==> src/rtl/sar_seq_pkg.sv <==
`timescale 1ns/1ps
package sar_seq_pkg;
  localparam int CODE_W    = 8;
  localparam int CH_W      = 3;
  localparam int AZ_CLKS   = 4;
  localparam int SMP_CLKS  = 4;
  localparam int SLOT_CLKS = 7;
  localparam int TAIL_CLKS = 3;

  typedef enum logic [2:0] {
    PH_IDLE,
    PH_AZ,
    PH_SAMP,
    PH_TRIAL,
    PH_TAIL
  } seq_phase_e;
endpackage

==> src/rtl/sar_chan_latch.sv <==
`timescale 1ns/1ps
module sar_chan_latch #(
  parameter int CH_W = sar_seq_pkg::CH_W,
  localparam int NCH = 1 << CH_W
) (
  input  logic            clk,
  input  logic            rst_n,
  input  logic            ale,
  input  logic [CH_W-1:0] addr,
  output logic [NCH-1:0]  ch_sel
);
  logic            ale_q;
  logic [CH_W-1:0] ch_q;

  always_ff @(posedge clk) begin
    if (!rst_n) begin
      ale_q <= 1'b0;
      ch_q  <= '0;
    end else begin
      ale_q <= ale;
      if (ale && !ale_q) ch_q <= addr;
    end
  end

  for (genvar g = 0; g < NCH; g++) begin : g_dec
    assign ch_sel[g] = (ch_q == CH_W'(g));
  end
endmodule

==> src/rtl/sar_timer.sv <==
`timescale 1ns/1ps
module sar_timer
  import sar_seq_pkg::*;
#(
  parameter int CODE_W    = sar_seq_pkg::CODE_W,
  parameter int AZ_CLKS   = sar_seq_pkg::AZ_CLKS,
  parameter int SMP_CLKS  = sar_seq_pkg::SMP_CLKS,
  parameter int SLOT_CLKS = sar_seq_pkg::SLOT_CLKS,
  parameter int TAIL_CLKS = sar_seq_pkg::TAIL_CLKS
) (
  input  logic              clk,
  input  logic              rst_n,
  input  logic              start,
  output seq_phase_e        phase,
  output logic              clr,
  output logic              eoc_clr,
  output logic              done,
  output logic [CODE_W-1:0] set_vec,
  output logic [CODE_W-1:0] dec_vec
);
  localparam int PRE       = AZ_CLKS + SMP_CLKS;
  localparam int TRIAL_END = PRE + CODE_W * SLOT_CLKS;
  localparam int DONE_CLK  = TRIAL_END + TAIL_CLKS;
  localparam int CW        = $clog2(DONE_CLK + 1);

  logic          start_q;
  logic          run;
  logic [CW-1:0] cnt;
  logic          fall;
  logic          adv;

  assign clr  = start && !start_q;
  assign fall = !start && start_q;
  assign adv  = run && !clr;

  always_ff @(posedge clk) begin
    if (!rst_n) begin
      start_q <= 1'b0;
      run     <= 1'b0;
      cnt     <= '0;
    end else begin
      start_q <= start;
      if (clr) begin
        run <= 1'b0;
        cnt <= '0;
      end else if (fall) begin
        run <= 1'b1;
        cnt <= CW'(1);
      end else if (adv) begin
        if (cnt == CW'(DONE_CLK - 1)) begin
          run <= 1'b0;
          cnt <= '0;
        end else begin
          cnt <= cnt + 1'b1;
        end
      end
    end
  end

  always_comb begin
    if (!run)                        phase = PH_IDLE;
    else if (cnt < CW'(AZ_CLKS))     phase = PH_AZ;
    else if (cnt < CW'(PRE))         phase = PH_SAMP;
    else if (cnt < CW'(TRIAL_END))   phase = PH_TRIAL;
    else                             phase = PH_TAIL;
  end

  assign eoc_clr = adv && (cnt == CW'(PRE - 1));
  assign done    = adv && (cnt == CW'(DONE_CLK - 1));

  for (genvar i = 0; i < CODE_W; i++) begin : g_slot
    localparam int SLOT = CODE_W - 1 - i;
    assign set_vec[i] = adv && (cnt == CW'(PRE - 1 + SLOT * SLOT_CLKS));
    assign dec_vec[i] = adv && (cnt == CW'(PRE - 1 + (SLOT + 1) * SLOT_CLKS));
  end
endmodule

==> src/rtl/sar_bit_reg.sv <==
`timescale 1ns/1ps
module sar_bit_reg #(
  parameter int CODE_W = sar_seq_pkg::CODE_W
) (
  input  logic              clk,
  input  logic              rst_n,
  input  logic              clr,
  input  logic [CODE_W-1:0] set_vec,
  input  logic [CODE_W-1:0] dec_vec,
  input  logic              cmp_in,
  output logic [CODE_W-1:0] code
);
  for (genvar i = 0; i < CODE_W; i++) begin : g_bit
    always_ff @(posedge clk) begin
      if (!rst_n || clr)   code[i] <= 1'b0;
      else if (set_vec[i]) code[i] <= 1'b1;
      else if (dec_vec[i]) code[i] <= cmp_in;
    end
  end
endmodule

==> src/rtl/sar_result.sv <==
`timescale 1ns/1ps
module sar_result #(
  parameter int CODE_W = sar_seq_pkg::CODE_W
) (
  input  logic              clk,
  input  logic              rst_n,
  input  logic              done,
  input  logic              eoc_clr,
  input  logic [CODE_W-1:0] code,
  input  logic              oe,
  output logic              eoc,
  output logic [CODE_W-1:0] db_data,
  output logic              db_en
);
  logic [CODE_W-1:0] res_q;

  always_ff @(posedge clk) begin
    if (!rst_n) begin
      eoc   <= 1'b1;
      res_q <= '0;
    end else if (done) begin
      eoc   <= 1'b1;
      res_q <= code;
    end else if (eoc_clr) begin
      eoc   <= 1'b0;
    end
  end

  assign db_data = oe ? res_q : '0;
  assign db_en   = oe;
endmodule

==> src/rtl/sar_conv_seq.sv <==
`timescale 1ns/1ps
module sar_conv_seq
  import sar_seq_pkg::*;
#(
  parameter int CODE_W    = sar_seq_pkg::CODE_W,
  parameter int CH_W      = sar_seq_pkg::CH_W,
  parameter int AZ_CLKS   = sar_seq_pkg::AZ_CLKS,
  parameter int SMP_CLKS  = sar_seq_pkg::SMP_CLKS,
  parameter int SLOT_CLKS = sar_seq_pkg::SLOT_CLKS,
  parameter int TAIL_CLKS = sar_seq_pkg::TAIL_CLKS,
  localparam int NCH      = 1 << CH_W,
  localparam int HI_W     = CODE_W / 2,
  localparam int LO_W     = CODE_W - HI_W
) (
  input  logic              clk,
  input  logic              rst_n,
  input  logic              ale,
  input  logic [CH_W-1:0]   addr,
  input  logic              start,
  input  logic              oe,
  input  logic              cmp_in,
  output logic [NCH-1:0]    ch_sel,
  output logic              az_en,
  output logic              samp_en,
  output logic [HI_W-1:0]   dac_hi,
  output logic [LO_W-1:0]   dac_lo,
  output logic              eoc,
  output logic [CODE_W-1:0] db_data,
  output logic              db_en
);
  seq_phase_e        phase;
  logic              clr;
  logic              eoc_clr;
  logic              done;
  logic [CODE_W-1:0] set_vec;
  logic [CODE_W-1:0] dec_vec;
  logic [CODE_W-1:0] code;

  sar_chan_latch #(.CH_W(CH_W)) u_chan (
    .clk(clk), .rst_n(rst_n), .ale(ale), .addr(addr), .ch_sel(ch_sel)
  );

  sar_timer #(
    .CODE_W(CODE_W), .AZ_CLKS(AZ_CLKS), .SMP_CLKS(SMP_CLKS),
    .SLOT_CLKS(SLOT_CLKS), .TAIL_CLKS(TAIL_CLKS)
  ) u_timer (
    .clk(clk), .rst_n(rst_n), .start(start), .phase(phase), .clr(clr),
    .eoc_clr(eoc_clr), .done(done), .set_vec(set_vec), .dec_vec(dec_vec)
  );

  sar_bit_reg #(.CODE_W(CODE_W)) u_bits (
    .clk(clk), .rst_n(rst_n), .clr(clr), .set_vec(set_vec),
    .dec_vec(dec_vec), .cmp_in(cmp_in), .code(code)
  );

  sar_result #(.CODE_W(CODE_W)) u_res (
    .clk(clk), .rst_n(rst_n), .done(done), .eoc_clr(eoc_clr), .code(code),
    .oe(oe), .eoc(eoc), .db_data(db_data), .db_en(db_en)
  );

  assign az_en   = (phase == PH_AZ);
  assign samp_en = (phase == PH_SAMP);
  assign dac_hi  = code[CODE_W-1:LO_W];
  assign dac_lo  = code[LO_W-1:0];
endmodule

==> config.mk <==
export PLATFORM = sky130hd
export DESIGN_NAME = sar_conv_seq
export DESIGN_NICKNAME = d
export VERILOG_FILES = /design/src/rtl/sar_seq_pkg.sv /design/src/rtl/sar_chan_latch.sv /design/src/rtl/sar_timer.sv /design/src/rtl/sar_bit_reg.sv /design/src/rtl/sar_result.sv /design/src/rtl/sar_conv_seq.sv
export SDC_FILE = /design/constraint.sdc
export NUM_CORES = 1
export LEC_CHECK = 0
export ABC_CLOCK_PERIOD_IN_PS = 1700
export BUFFER_PORTS_ARGS = -buffer_cell sky130_fd_sc_hd__clkbuf_2
export CAP_MARGIN = 10
export CELL_PAD_IN_SITES_DETAIL_PLACEMENT = 0
export CELL_PAD_IN_SITES_GLOBAL_PLACEMENT = 2
export CORE_ASPECT_RATIO = 2
export CORE_MARGIN = 10
export CORE_UTILIZATION = 32
export CTS_CLUSTER_DIAMETER = 100
export DETAILED_ROUTE_END_ITERATION = 7
export HOLD_SLACK_MARGIN = 0.1
export PLACE_DENSITY_LB_ADDON = 0.1
export SYNTH_ARGS = -nofsm -noshare
export SYNTH_HDL_FRONTEND = slang
export SYNTH_SLANG_ARGS = --single-unit
export TNS_END_PERCENT = 5
==> constraint.sdc <==
create_clock -name clk -period 1.7 [get_ports clk]
set_input_delay 0.085 -clock clk [delete_from_list [all_inputs] [get_ports clk]]
set_output_delay 0.085 -clock clk [all_outputs]
set_load 0.02 [all_outputs]
==> out/results.ini <==
[sta]
tightest_slew_ns = 0.370
setup_tns_ns = 0
fin_skew_ns = 0.00305
slew_violations = 0
relSlewSlack_pct = 75.4
max_freq_ghz = 0.628
finalCriticalPeriod_ns = 1.59
rsz0062_at_grt = false
setup_slack_ns = 0.107
hold_violations = 0
setup_viol = 0
hold_slack_ns = 0.173
fin_crit_sh_pct = 93.7

[clock_tree]
cts_made_buffers = 5
cts_root_buffer = clkbuf_8
path_clk_slew_ns = 0.07
cts.sinks = 30
cts_tree = built
postCtsSetupBuffers = 0
clk_path_buf_depth = 2
clock_latency_ns = 0.28
htree_num_levels = 2

[yosys]
synth_ff_type = dfxtp_1
synth_top_area_cell = dfxtp_1
synth_compound_area_share_pct = 7.50
synth_edf_count = 0
synth_top_family_by_area = simple AND/OR/NAND/NOR gates
synth_common_cells = 30 x dfxtp_1, 14 x nor2b_1, 12 x mux2i_1
synthXorXnorAreaFrac_pct = 2.63
yosysMostFrequentCell = dfxtp_1
yosys.area_share.adder_pct = 3.00
synth.avg_cell_area_um2 = 9.02
syn-num-nets = 198
yosysTopAreaCellShare_pct = 36.0
syn-cell-area_mm2 = 0.00167
ys_ff_latch = 30
synth.area.top_cells = dfxtp_1 36%, mux2i_1 7.2%, nor2b_1 5.3%
synth_warnings = 0
synthDistinctLibCells = 50
ys_async_sr_fraction_pct = 0
muxShareOfSynthArea_pct = 7.88
synthSimpleGateAreaFrac_pct = 35.9
ys_seq_area_share_pct = 36.0
synthCells = 185

[placed_design]
io_buffers = 36
dpl_worst_slack_ns = 0.101
globalplace.congestion = 0.843
dpl.cell_count = 272
hpwl_mm = 3.55

[global_routing]
grt_overflow = 0
grt_pass1_wl_mm = 7.59
antenna_found_initial = 0
grt_pass1_vias = 1508
track_usage_pct = 10.7
grt_max_degree = 18

[hold_path]
hp-class = in -> reg
hp-start = cmp_in

[final_layout]
layoutNonFillerInstCount = 285
syn_to_final_growth_pct = 20.9
n_antenna_cell = 0
final_nets = 239
seqCellArea_um2 = 603
nFillCells = 534
drive_gt1_share_pct = 28.6
multiInputGateArea_um2 = 952

[floorplan]
dieHeight_um = 122
rows = 37
dieWidth_um = 71.1
start_util_pct = 32.8
fp.dieArea_mm2 = 0.00868
core_area_mm2 = 0.00509
num_io_pins = 37

[power]
powerDensity_mw_per_mm2 = 715
p_total_mw = 1.44
peakVddDrop_mv = 0.589
power_leakage_nw = 0.857

[detailed_routing]
drcViolationCount = 0
wire_per_inst_um = 15.5
vias = 1426
drt-total-wl_mm = 4.43
drt-initial-drc-count = 54
firstDrtPassIters = 4
viasPerCell = 5.00
postRouteAntennaNets = 0

[critical_path]
crit_start = u_timer.cnt[1]$_SDFFE_PP0P_
start_kind = flop
required_ns = 1.88
worstSetupPathType = reg -> reg
arrival_ns = 1.77
crit_fanout = 6
end_kind = flop
worstReg2RegStart = u_timer.cnt[1]$_SDFFE_PP0P_

[job]
maxCapViolCount = 0

[run_status]
status = completed

## flip-flops by register name, summed over array words and instances, names as in the netlist
signal           count
u_res.eoc            1
u_chan.ch_q          3
u_timer.start_q      1
u_bits.code          8
u_chan.ale_q         1
u_res.res_q          8
u_timer.run          1
u_timer.cnt          7
## cell usage in the layout, fill, tap and decap left out, types with 2 or more instances in the layout
cell / n
dlygate4sd3_1: 5
clkbuf_2: 36
buf_4: 6
or3_1: 4
nand4_1: 4
nor2_1: 10
nor3_1: 5
o21ai_0: 2
nand3_1: 6
nor2b_1: 14
dfxtp_1: 28
nor4_2: 3
xnor2_1: 3
nor3b_1: 3
nand2_1: 11
and2_1: 11
a21oi_1: 5
xor2_1: 2
mux2i_1: 12
dfxtp_2: 2
nor4_1: 2
clkbuf_8: 6
and3_1: 2
a31oi_1: 5
inv_1: 6
nand2_2: 2
and3b_1: 2
nand2b_1: 3
ha_1: 4
## repair_timing
action                                 CTS  global route
setup endpoints to repair                0             6
endpoints found under the hold margin    5             0
hold buffers                             5             0
gates resized for setup                  0             3
## final timing paths
path | slack, ns | end | depth (start not counted)
worst min register to register | 0.47 | u_res.eoc$_SDFFE_PP1P_ | 1
worst min-delay path | 0.17 | u_bits.code[4]$_SDFFE_PP0P_ | 3
worst max-delay path | 0.11 | u_res.eoc$_SDFFE_PP1P_ | 4
worst max register to register | 0.11 | u_res.eoc$_SDFFE_PP1P_ | 4
## through the flow
stage	util [%]	instance area, um^2
after CTS	39.5	2010
after global routing	39.6	2020
final	39.6	2020
after detailed placement	36.7	1870
after global placement	36.7	1870
after floorplan	-	1670
## critical path: stages (launching register included)
cell and delay [ns]:
dfxtp_1 0.41, ha_1 0.26, nand3_1 0.21, or3_1 0.42, a21o_1 0.19
## power by group
part	internal [mW]	switching, mW
logic	0.0507	0.0674
registers	0.712	0.0135
clock network	0.326	0.272
total	1.09	0.352
## kinds of logic after synthesis
group           count (synthesis)
compound gates                 19
xor+xnor                        5
simple gates                   95
buf+inv                        19
mux                            13
flops                          30
fa+ha+maj                       4
## layout make-up
cell class,instances,area share (%)
clock buffer,7,4.28
clock inverter,1,0.248
inverter,6,1.12
multi-input combinational,136,47.2
sequential,30,29.9
tap,58,3.60
timing repair buffer,47,13.6
## routing by layer
layer	share of wire [%]	global-route usage, %	up-vias
met5	0	0	-
met4	1.4	4.87	0
met2	54	19.9	39
li1	-	-	725
met3	6.7	3.17	4
met1	38	10.4	658
Note: power is estimated with default switching activity, not from simulation.
